## config.mk

```make
export PLATFORM = sky130hd
export DESIGN_NAME = tstamp_capture
export DESIGN_NICKNAME = d
export VERILOG_FILES = /design/src/rtl/tsc_pkg.sv /design/src/rtl/tsc_sync.sv /design/src/rtl/tsc_edge.sv /design/src/rtl/tsc_arm.sv /design/src/rtl/tsc_store.sv /design/src/rtl/tstamp_capture.sv
export SDC_FILE = /design/constraint.sdc
export NUM_CORES = 1
export LEC_CHECK = 0
export BUFFER_PORTS_ARGS = -buffer_cell sky130_fd_sc_hd__clkbuf_2
export CAP_MARGIN = 10
export CELL_PAD_IN_SITES_DETAIL_PLACEMENT = 0
export CELL_PAD_IN_SITES_GLOBAL_PLACEMENT = 1
export CORE_AREA = 2 2 65 67
export CTS_CLUSTER_SIZE = 28
export DETAILED_ROUTE_END_ITERATION = 10
export DIE_AREA = 0 0 67 69
export GPL_ROUTABILITY_DRIVEN = 0
export MAX_ROUTING_LAYER = met4
export PLACE_DENSITY = 0.84
export RECOVER_POWER = 50
export SYNTH_ARGS = -nofsm -noshare
export SYNTH_HDL_FRONTEND = slang
export SYNTH_HIERARCHICAL = 1
export SYNTH_SLANG_ARGS = --single-unit
```

## constraint.sdc

```tcl
create_clock -name clk -period 1.11 [get_ports clk]
set_clock_uncertainty 0.1 [all_clocks]
set_input_delay 0.0555 -clock clk [delete_from_list [all_inputs] [get_ports clk]]
set_output_delay 0.0555 -clock clk [all_outputs]
set_load 0.005 [all_outputs]
```

## src/rtl/tsc_pkg.sv

```systemverilog
package tsc_pkg;
  typedef enum logic {
    EDGE_RISE = 1'b0,
    EDGE_FALL = 1'b1
  } edge_sel_e;
endpackage

```

## src/rtl/tsc_sync.sv

```systemverilog
module tsc_sync #(
  parameter int STAGES = 2
) (
  input  logic clk,
  input  logic rst_n,
  input  logic d,
  output logic q
);
  logic [STAGES-1:0] chain_q;

  generate
    for (genvar i = 0; i < STAGES; i++) begin : g_stage
      if (i == 0) begin : g_first
        always_ff @(posedge clk or negedge rst_n) begin
          if (!rst_n) chain_q[0] <= 1'b0;
          else        chain_q[0] <= d;
        end
      end else begin : g_rest
        always_ff @(posedge clk or negedge rst_n) begin
          if (!rst_n) chain_q[i] <= 1'b0;
          else        chain_q[i] <= chain_q[i-1];
        end
      end
    end
  endgenerate

  assign q = chain_q[STAGES-1];
endmodule

```

## src/rtl/tsc_edge.sv

```systemverilog
module tsc_edge
  import tsc_pkg::*;
(
  input  logic      clk,
  input  logic      rst_n,
  input  logic      lvl,
  input  edge_sel_e sel,
  output logic      edge_hit
);
  logic prev_q;
  logic rise, fall;

  always_ff @(posedge clk or negedge rst_n) begin
    if (!rst_n) prev_q <= 1'b0;
    else        prev_q <= lvl;
  end

  always_comb begin
    rise = lvl & ~prev_q;
    fall = ~lvl & prev_q;
    edge_hit = (sel == EDGE_FALL) ? fall : rise;
  end
endmodule

```

## src/rtl/tsc_arm.sv

```systemverilog
module tsc_arm
  import tsc_pkg::*;
(
  input  logic      clk,
  input  logic      rst_n,
  input  logic      set_we,
  input  logic      clr_we,
  input  logic      cfg_we,
  input  logic      wbit,
  output logic      armed,
  output edge_sel_e sel
);
  logic      armed_q, armed_d;
  edge_sel_e sel_q, sel_d;
  logic      arm_en, sel_en;

  always_comb begin
    armed_d = armed_q;
    if (set_we && wbit && !armed_q) armed_d = 1'b1;
    if (clr_we && wbit)             armed_d = 1'b0;
    arm_en  = (set_we | clr_we) & wbit;
    sel_d   = edge_sel_e'(wbit);
    sel_en  = cfg_we;
  end

  always_ff @(posedge clk or negedge rst_n) begin
    if (!rst_n) begin
      armed_q <= 1'b0;
    end else if (arm_en) begin
      armed_q <= armed_d;
    end
  end

  always_ff @(posedge clk or negedge rst_n) begin
    if (!rst_n) begin
      sel_q <= EDGE_RISE;
    end else if (sel_en) begin
      sel_q <= sel_d;
    end
  end

  assign armed = armed_q;
  assign sel   = sel_q;
endmodule

```

## src/rtl/tsc_store.sv

```systemverilog
module tsc_store #(
  parameter int FINE_W = 32,
  parameter int KEEP_W = 21,
  parameter int OUT_W  = 32
) (
  input  logic              clk,
  input  logic              rst_n,
  input  logic              hit,
  input  logic [FINE_W-1:0] fine_time,
  input  logic              rd,
  output logic [OUT_W-1:0]  cap_value,
  output logic              cap_evt,
  output logic              stat_drop
);
  localparam int PAD_W = OUT_W - KEEP_W;

  logic [KEEP_W-1:0] val_q, val_d;
  logic              evt_q, evt_d;
  logic              drop_q, drop_d;
  logic              unused_hi;

  assign unused_hi = ^fine_time[FINE_W-1:KEEP_W];

  always_comb begin
    val_d  = fine_time[KEEP_W-1:0];
    evt_d  = hit;
    drop_d = rd;
  end

  always_ff @(posedge clk or negedge rst_n) begin
    if (!rst_n) begin
      val_q <= '0;
    end else if (hit) begin
      val_q <= val_d;
    end
  end

  always_ff @(posedge clk or negedge rst_n) begin
    if (!rst_n) begin
      evt_q  <= 1'b0;
      drop_q <= 1'b0;
    end else begin
      evt_q  <= evt_d;
      drop_q <= drop_d;
    end
  end

  assign cap_value = {{PAD_W{1'b0}}, val_q};
  assign cap_evt   = evt_q;
  assign stat_drop = drop_q;
endmodule

```

## src/rtl/tstamp_capture.sv

```systemverilog
module tstamp_capture
  import tsc_pkg::*;
#(
  parameter int FINE_W      = 32,
  parameter int KEEP_W      = 21,
  parameter int OUT_W       = 32,
  parameter int SYNC_STAGES = 2
) (
  input  logic              clk,
  input  logic              rst_n,
  input  logic [FINE_W-1:0] fine_time,
  input  logic              cap_pin,
  input  logic              arm_set_we,
  input  logic              arm_clr_we,
  input  logic              cfg_we,
  input  logic              wbit,
  input  logic              cap_rd,
  output logic              armed,
  output logic              edge_fall,
  output logic [OUT_W-1:0]  cap_value,
  output logic              cap_evt,
  output logic              stat_drop
);
  logic [1:0] rst_sync_q;
  logic       rst_q_n;
  logic       pin_s;
  logic       edge_hit;
  logic       hit;
  edge_sel_e  sel;

  // Reset asserts immediately and is released on a clock edge.
  always_ff @(posedge clk or negedge rst_n) begin
    if (!rst_n) rst_sync_q <= 2'b00;
    else        rst_sync_q <= {rst_sync_q[0], 1'b1};
  end
  assign rst_q_n = rst_sync_q[1];

  tsc_sync #(.STAGES(SYNC_STAGES)) u_sync (
    .clk(clk), .rst_n(rst_q_n), .d(cap_pin), .q(pin_s)
  );

  tsc_arm u_arm (
    .clk(clk), .rst_n(rst_q_n), .set_we(arm_set_we), .clr_we(arm_clr_we),
    .cfg_we(cfg_we), .wbit(wbit), .armed(armed), .sel(sel)
  );

  tsc_edge u_edge (
    .clk(clk), .rst_n(rst_q_n), .lvl(pin_s), .sel(sel), .edge_hit(edge_hit)
  );

  // The arm state is sampled before a same-edge clear takes effect.
  assign hit = armed & edge_hit;

  tsc_store #(.FINE_W(FINE_W), .KEEP_W(KEEP_W), .OUT_W(OUT_W)) u_store (
    .clk(clk), .rst_n(rst_q_n), .hit(hit), .fine_time(fine_time), .rd(cap_rd),
    .cap_value(cap_value), .cap_evt(cap_evt), .stat_drop(stat_drop)
  );

  assign edge_fall = (sel == EDGE_FALL);
endmodule

```

=== Yosys cells after proc, flatten, opt, wreduce, memory -nomap -nowiden ===
Cells that the tools add are included.

* Word-level logic and storage cells: 25
* Output and inout bits: 36
* Register bits after elaboration: 30
* Input bits: 40

* Bitwise logic cells: 7
* Multiplexer cells: 3
* Reduce and logical (&&, ||, !) cells: 6

{| class="wikitable"
|+ Operators with widths
! cell !! count
|-
| $and A1 B1 Y1 || 4
|-
| $logic_and A1 B1 Y1 || 3
|-
| $mux W1 || 3
|-
| $not A1 Y1 || 2
|-
| $reduce_and A2 Y1 || 1
|-
| $reduce_bool A2 Y1 || 1
|-
| $logic_not A1 Y1 || 1
|-
| $or A1 B1 Y1 || 1
|}

=== Logic depth before layout (Yosys ltp) ===
Gate-level depths: netlist of run 1.

* Depth in word-level cells: 4
* Depth in mapped cells: 5
* Depth with buffers taken out: 4

=== Hierarchy ===
Netlist of run 1, hierarchy kept.

{| class="wikitable"
|+ By module, submodules not included
! module !! times used !! cells an instance !! seq. area each (um^2) !! area each (um^2)
|-
| tsc_store || 1 || 58 || 575.6 || 996.0
|-
| tsc_arm || 1 || 5 || 50.0 || 75.1
|-
| tstamp_capture || 1 || 4 || 50.0 || 60.1
|-
| tsc_sync || 1 || 2 || 50.0 || 50.0
|-
| tsc_edge || 1 || 4 || 25.0 || 47.5
|}

=== Worst setup path before layout of run 1 ===
Ideal clock, no wire load.

* Kind: register to register
* Start: register u_edge.prev_q
* End: register u_store.val_q[0]
* Setup slack: -0.380 ns
* Library setup time: 0.125 ns
* Buffers on the path: 1
* Data required time: 0.885 ns
* Arrival: 1.265 ns
* Cell stages (with the launch flop): 6
* Period minus slack after synthesis: 1.490 ns
* Cells stage by stage: dfrtp_1 -> nand2b_1 -> o21ai_2 -> and2_1 -> buf_6 -> mux2_4

* Word-level cells in the longest chain between the ends: 4
* Elaborated cells on any way between the ends: 5
* Those cells by class: mux (1); bitwise (4)

{| class="wikitable"
|+ RTL lines
! item !! RTL line !! text
|-
| from (decl) || tsc_edge.sv:10 || <nowiki>logic prev_q;</nowiki>
|-
| from (signal assigned) || tsc_edge.sv:15 || <nowiki>else prev_q <= lvl;</nowiki>
|-
| $not A1 Y1 || tsc_edge.sv:19 || <nowiki>rise = lvl & ~prev_q;</nowiki>
|-
| $and A1 B1 Y1 || tsc_edge.sv:19 ||
|-
| $mux W1 (*) || tsc_edge.sv:21 || <nowiki>edge_hit = (sel == EDGE_FALL) ? fall : rise;</nowiki>
|-
| net edge_hit || tstamp_capture.sv:27 || <nowiki>logic edge_hit;</nowiki>
|-
| $and A1 B1 Y1 (*) || tstamp_capture.sv:52 || <nowiki>assign hit = armed & edge_hit;</nowiki>
|-
| net hit || tstamp_capture.sv:28 || <nowiki>logic hit;</nowiki>
|-
| to (signal assigned) || tsc_store.sv:34 || <nowiki>val_q <= val_d;</nowiki>
|-
| to (decl) || tsc_store.sv:17 || <nowiki>logic [KEEP_W-1:0] val_q, val_d;</nowiki>
|}

The timed path passes the listed nets; every way through them passes the cells marked *.
A chain may end at the register's enable or synchronous reset.

=== Final worst setup path of run 1 ===
* Start: register u_sync.chain_q[1] (netlist: u_sync/q)
* End: register u_store.val_q[19]

* Word-level cells in the longest chain between the ends: 4
* Elaborated cells on any way between the ends: 5
* Those cells by class: mux (1); bitwise (4)

{| class="wikitable"
|+ RTL lines
! item !! RTL line !! text
|-
| from (decl) || tsc_sync.sv:9 || <nowiki>logic [STAGES-1:0] chain_q;</nowiki>
|-
| from (signal, indexed assignment) || tsc_sync.sv:21 || <nowiki>else chain_q[i] <= chain_q[i-1];</nowiki>
|-
| $not A1 Y1 || tsc_edge.sv:20 || <nowiki>fall = ~lvl & prev_q;</nowiki>
|-
| $and A1 B1 Y1 || tsc_edge.sv:20 ||
|-
| $mux W1 (*) || tsc_edge.sv:21 ||
|-
| net edge_hit || tstamp_capture.sv:27 ||
|-
| $and A1 B1 Y1 (*) || tstamp_capture.sv:52 ||
|-
| net hit || tstamp_capture.sv:28 ||
|}

Marked as above.

==> impl_metrics.json, run 1 <==
{
  "status": "complete, but fails checks",
  "violations": "negative setup slack",
  "setup_viol": 22,
  "cts-htree-levels": 2,
  "r2r_end": "u_store/val_q[19]$_DFFE_PN0P_",
  "clock_latency_ns": 0.27,
  "worstPathMaxFanout": 7,
  "wirelength_mm": 2.793,
  "grt_pass1_vias": 928,
  "synth-seq-cells": 30,
  "path_cells": "nand3b_1 > o21ai_2 > and2_4 > clkbuf_16 > mux2_4",
  "core_area_mm2": 0.003914,
  "drcViolationCount": 0,
  "yosysSeqAreaShare_pct": 61.10,
  "place_hpwl_mm": 1.884,
  "syn-cell-area_mm2": 0.001229,
  "fin_crit_sh_pct": 138.7,
  "diodes": 0,
  "finish.utilization_pct": 50.77,
  "io_pins": 76,
  "grt_busiest_layer": "met2",
  "yosysWarnings": 6,
  "synth-simple-area-share_pct": 1.629,
  "max_freq_mhz": 649.7,
  "maxSlewHeadroom_pct": 62.59,
  "hp-class": "reg2async",
  "cp.arrival_ns": 1.60,
  "crit_buf_inv": 1,
  "max_cap_violations": 0,
  "clockRootBuffer": "clkbuf_8",
  "ff2ff_path_depth": 5,
  "cts.clk_slew.worst_paths_ns": 0.06,
  "layout.nets": 207,
  "clockBufferDepth": 2,
  "r2r-start": "u_sync/q$_DFF_PN0_",
  "synth_xor_area_share_pct": 0,
  "rrSetupSlack_ns": -0.43,
  "critPathTopFamily": "simple AND/OR/NAND/NOR gates",
  "synthMuxAreaShare_pct": 26.58,
  "cp.required_ns": 1.17,
  "worstMarginPinSlew_ns": 0.5612,
  "rsz0062_at_grt": "true",
  "syn2layout_area_growth_pct": 61.71,
  "cts_buffers": 5,
  "ys_types": 11,
  "viasPerCell": 4.064,
  "grt_pass1_wl_mm": 4.284,
  "first_pass_iters": 4,
  "wl_per_cell_um": 12.81,
  "synthAdderAreaFrac_pct": 0,
  "first_iter_violations": 15,
  "use_met1_pct": 13.72,
  "antenna_left": 0,
  "vdd_drop_max_uv": 974.2,
  "drive_above_1_share_pct": 54.76,
  "grt_max_degree": 19,
  "rows": 23,
  "slowest_delay_ns": 0.39,
  "place_area_mm2": 0.001554,
  "synth_top_family_by_area": "multiplexers",
  "crit_path_end_kind": "register",
  "p_leak_nw": 1.011,
  "fp.dieW_um": 67,
  "met3_usage_pct": 5.057,
  "cts_resized": 0,
  "grt_overflow": 0,
  "critical_path_class": "reg2reg",
  "layout_setup_ws_ns": -0.4293,
  "vias": 886,
  "finalMaxSlewViolations": 0,
  "cellPowerDensity_mw_per_mm2": 1807,
  "cts_tree": "yes",
  "grt_antenna_before_repair": 0,
  "slowest_stage": "dfrtp_1",
  "fin_crit_ns": 1.539,
  "die_area_mm2": 0.004623,
  "start_util_pct": 31.39,
  "place_ws_ns": -0.4149,
  "cts.sinks": 30,
  "avgSynthCellArea_um2": 16.83,
  "start_kind": "register",
  "hold_viol_final": 0,
  "synth_compound_gate_area_share_pct": 1.527,
  "synth_cells": 73,
  "final_area_mm2": 0.001987,
  "chipHeight_um": 69,
  "portBuffers": 53,
  "use_met2_pct": 21.23,
  "track_usage_pct": 12.78
}
## worst max path at each step
stage,depth (start not counted),startpoint,endpoint
after floorplan,5,u_edge/prev_q$_DFF_PN0_,u_store/val_q[0]$_DFFE_PN0P_
after detailed placement,5,u_sync/q$_DFF_PN0_,u_store/val_q[3]$_DFFE_PN0P_
after global placement,5,u_sync/q$_DFF_PN0_,u_store/val_q[9]$_DFFE_PN0P_
after CTS,5,u_sync/q$_DFF_PN0_,u_store/val_q[15]$_DFFE_PN0P_
after global routing,5,u_sync/q$_DFF_PN0_,u_store/val_q[19]$_DFFE_PN0P_
final,5,u_sync/q$_DFF_PN0_,u_store/val_q[19]$_DFFE_PN0P_
## timing repair
item,CTS,global route
endpoints found under the setup margin,22,22
buffers inserted,2,0
gates cloned,0,1
hold buffers,29,0
hold endpoints to repair,27,0
## flip-flops by register name, indices dropped and copies added (netlist names)
signal	count
u_arm/armed	1
u_arm/sel	1
u_store/stat_drop	1
rst_sync_q	2
u_sync/q	1
u_store/val_q	21
u_sync/chain_q	1
u_store/cap_evt	1
u_edge/prev_q	1
## per-stage QoR
| step | total power (W) | TNS, ns | std cells | hold slack, ns |
|---|---|---|---|---|
| finish | 0.003591 | -8.584 | 218 | 0.2007 |
| CTS | 0.003622 | -8.305 | 217 | 0.09490 |
| floorplan | 0.002044 | -6.575 | 83 | -0.3401 |
| global placement | 0.002395 | -7.044 | 178 | -0.2574 |
| global route | 0.003805 | -9.616 | 218 | 0.2589 |
| detailed placement | 0.002445 | -8.190 | 178 | -0.2561 |
## where the power goes
part / total, W / switching (W) / internal [W]
clock: 0.00106 / 0.000398 / 0.000659
sequential: 0.00155 / 0.000175 / 0.00138
combinational: 0.000981 / 0.000317 / 0.000664
total: 0.00359 / 0.000890 / 0.00270
## Yosys cell counts
cell type | number | area, um2
dfrtp_1 | 30 | 750.7
mux2_4 | 21 | 315.3
buf_4 | 11 | 82.58
a21oi_1 | 2 | 10.01
buf_6 | 2 | 22.52
conb_1 | 2 | 7.510
and2_1 | 1 | 6.260
mux2_2 | 1 | 11.26
nand2b_1 | 1 | 6.260
nand3b_1 | 1 | 7.510
o21ai_2 | 1 | 8.760
## routing by layer
metal	vias to the layer above	routed length [um]
li1	406	-
met1	434	1028
met2	39	1545
met3	7	186
met4	0	32
met5	-	0
## area by class of cell
cell class,count,area (um2)
clock buffer,5,68.82
tap,50,62.56
timing repair buffer,90,651.9
multi-input combinational,40,412.9
clock inverter,3,40.04
fill,349,1927
sequential,30,750.7
## logic make-up (layout without fill, tap and decap cells)
logic type / after synthesis / count (layout)
buffers and inverters: 13 / 98
other: 2 / 12
multiplexers: 22 / 22
AO/OA/AOI/OAI: 3 / 3
flip-flops: 30 / 30
AND/OR/NAND/NOR: 3 / 3
## placed cells by master, fill, tap and decap left out
cell           Yosys  routed
a21oi_1            2       2
and2_4             0       1
buf_12             0       2
buf_4             11       3
bufinv_16          0       1
clkbuf_1           0       1
clkbuf_16          0       1
clkbuf_2           0      54
clkbuf_8           0       5
clkinv_2           0       2
conb_1             2      12
dfrtp_1           30      30
dlygate4sd3_1      0      29
mux2_2             1       1
mux2_4            21      21
nand2b_1           1       1
nand3b_1           1       1
o21ai_2            1       1
No activity file was read; power rests on OpenSTA's default activity.
==> inputs of run 2 (changes only) <==
- ABC_AREA: default -> 1
- CORE_AREA: 2 2 65 67 -> 2 2 67 69
- DIE_AREA: 0 0 67 69 -> 0 0 69 71
==> run 2 against run 1 <==
  * The run still ends with negative setup slack left
  * Utilization fell by 4.3 points
  * Sequential share of layout area grew 0.68 points
  * Die area increased by 6.0%
  * Register-to-register slack improved by 0.33 ns
  * Critical path type unchanged
  * Fmax grew 27%
  * Non-clock buffer count decreased by 1
  * Clock power hardly changed
  * Area after synthesis is 3.5% lower
==> impl_metrics.json, run 2 <==
{
  "cts-htree-levels": 2,
  "pwr-share-seq_pct": 45.1,
  "start_util_pct": 28.21,
  "core_area_mm2": 0.004204,
  "seqCellArea_um2": 750.7,
  "die_area_mm2": 0.004899,
  "yosysSeqAreaShare_pct": 63.29,
  "drcViolationCount": 0,
  "p_comb_share_pct": 22.7,
  "grt_max_degree": 22,
  "cp.arrival_ns": 1.28,
  "diodes": 0,
  "synth_area_leaders": "dfrtp_1 63%, nand2_1 22%, buf_4 8.2%, inv_1 2.2%, buf_6 1.9%",
  "chipHeight_um": 71,
  "cp.required_ns": 1.18,
  "avgSynthCellArea_um2": 9.267,
  "p_sw_w": 0.0008999,
  "max_cap_violations": 0,
  "yosysWarnings": 6,
  "largest_register_ffs": 21,
  "synth-seq-cells": 30,
  "syn2layout_area_growth_pct": 64.56,
  "violations": "negative setup slack",
  "cts_tree": "yes",
  "r2r_end": "u_store/val_q[2]$_DFFE_PN0P_",
  "syn-cell-area_mm2": 0.001186,
  "rrSetupSlack_ns": -0.10,
  "critical_path_class": "reg2reg",
  "switching_share_pct": 27.25,
  "portBuffers": 53,
  "clock_latency_ns": 0.28,
  "synth_ff_type": "dfrtp_1",
  "antenna_left": 0,
  "r2r-start": "u_arm/sel$_DFFE_PN0P_",
  "io_pins": 76,
  "cts_buffers": 5,
  "fin_crit_ns": 1.212,
  "hold_viol_final": 0,
  "yosysMostFrequentCell": "nand2_1",
  "clockBufferDepth": 2,
  "fin_crit_sh_pct": 109.2,
  "rsz0062_at_grt": "true",
  "synthTopCellsByCount": "70 x nand2_1, 30 x dfrtp_1, 13 x buf_4, 7 x inv_1",
  "clockRootBuffer": "clkbuf_8",
  "top_regs": "u_store/val_q x21, rst_sync_q x2",
  "crit_path_end_kind": "register",
  "critPathLaunch": "u_arm/sel$_DFFE_PN0P_",
  "timing.hold.ws_ns": 0.1391,
  "multi_input_area_um2": 370.4,
  "hp-class": "reg2async",
  "cts.sinks": 30,
  "viasPerCell": 3.805,
  "ff2ff_path_depth": 8,
  "grt_antenna_before_repair": 0,
  "layout_setup_ws_ns": -0.1017,
  "synth_cells": 128,
  "synth_top_area_share_pct": 63.29,
  "synth-edff-count": 0,
  "vdd_drop_max_uv": 787.1,
  "grt_pass1_wl_mm": 4.692,
  "finalMaxSlewViolations": 0,
  "final_cell_mix": "55 x clkbuf_2, 55 x nand2_1, 30 x dfrtp_1",
  "status": "complete, but fails checks",
  "ys_types": 9,
  "async_flop_share_pct": 100.0,
  "first_iter_violations": 48,
  "setup_viol": 21,
  "start_kind": "register",
  "track_usage_pct": 12.77,
  "yosys.area.top_type": "dfrtp_1",
  "layout.nets": 259,
  "rows": 24,
  "max_freq_mhz": 825.3,
  "cellPowerDensity_mw_per_mm2": 1692,
  "vias": 1035,
  "power_w": 0.003303,
  "post_cts_buffers": 0,
  "grt_overflow": 0,
  "fillCellCount": 407,
  "place_hpwl_mm": 1.809,
  "grt_pass1_vias": 1060,
  "cellInternalPower_w": 0.002403,
  "regMostFlops": "u_store/val_q",
  "worstPathMaxFanout": 9,
  "wl_per_cell_um": 10.52,
  "cts.clk_slew.worst_paths_ns": 0.07,
  "fp.dieW_um": 69,
  "p_leak_nw": 1.089,
  "first_pass_iters": 4,
  "drive_above_1_share_pct": 40.00,
  "clockPowerShare_pct": 32.2,
  "wirelength_mm": 2.861
}
-- run 2: how the worst max path moves through the flow --
| stage | endpoint | slack [ns] | depth (start not counted) |
|---|---|---|---|
| floorplan | u_store/val_q[0]$_DFFE_PN0P_ | -0.04 | 9 |
| global placement | u_store/val_q[3]$_DFFE_PN0P_ | -0.09 | 7 |
| detailed placement | u_store/val_q[10]$_DFFE_PN0P_ | -0.15 | 7 |
| CTS | u_store/val_q[17]$_DFFE_PN0P_ | -0.07 | 8 |
| global route | u_store/val_q[0]$_DFFE_PN0P_ | -0.18 | 8 |
| finish | u_store/val_q[2]$_DFFE_PN0P_ | -0.10 | 8 |
-- run 2: cell families (layout without fill, tap and decap cells) --
logic type / count (synthesis) / after routing / share of synthesized area, %
buf+inv: 23 / 105 / 12.66
flops: 30 / 30 / 63.29
simple gates: 72 / 72 / 23.00
other cells: 2 / 12 / 0.6331
compound gates: 1 / 1 / 0.4215
-- run 2: final cells by class --
type | count | share of cell area (%)
Clock buffer | 5 | 3.526
Clock inverter | 3 | 2.051
Inverter | 8 | 2.179
Multi-Input combinational cell | 85 | 18.97
Sequential cell | 30 | 38.46
Tap cell | 52 | 3.333
Timing Repair Buffer | 89 | 31.47
-- run 2: power by group through the flow --
stage / logic, W / registers, W / clock network (W)
finish: 0.000750 / 0.00149 / 0.00106
global route: 0.000852 / 0.00153 / 0.00114
CTS: 0.000744 / 0.00149 / 0.00109
detailed placement: 0.000636 / 0.00150 / 0
global placement: 0.000622 / 0.00150 / 0
floorplan: 0.000264 / 0.00153 / 0
-- run 2: worst max-delay path: stages, from the launching register on --
cell and delay (ns):
dfrtp_1 0.38, inv_1 0.08, nand3_2 0.07, nand2_2 0.05, nand2_2 0.07, clkinv_4 0.09
buf_6 0.15, nand2_1 0.06, nand2_1 0.05
-- run 2: stage by stage --
step           cell area (um2)  util [%]  TNS [ns]  std cells  setup slack, ns
2_1_floorplan             1224         -   -0.7871        138         -0.03935
4_1_cts                   1924     45.77    -1.289        272         -0.07483
3_3_place_gp              1486     35.36    -1.680        235         -0.09001
5_1_grt                   1952     46.43    -3.477        272          -0.1828
3_5_place_dp              1486     35.36    -2.854        235          -0.1525
6_report                  1952     46.43    -1.922        272          -0.1017
-- run 2: layer usage --
layer	part of all wire (%)	global-route usage [%]	wire, um	up-vias
met2	52	21.15	1488	43
met5	0	-	0	-
met4	1.2	5.882	34	0
met1	41	14.29	1170	454
met3	5.9	3.704	168	5
li1	-	-	-	533
-- run 2: repair_timing --
| action | CTS | global route |
|---|---|---|
| endpoints found under the setup margin | 21 | 23 |
| gates resized for setup | 14 | 12 |
| hold buffers | 29 | 0 |
| endpoints found under the hold margin | 27 | 0 |
| pin swaps | 3 | 1 |
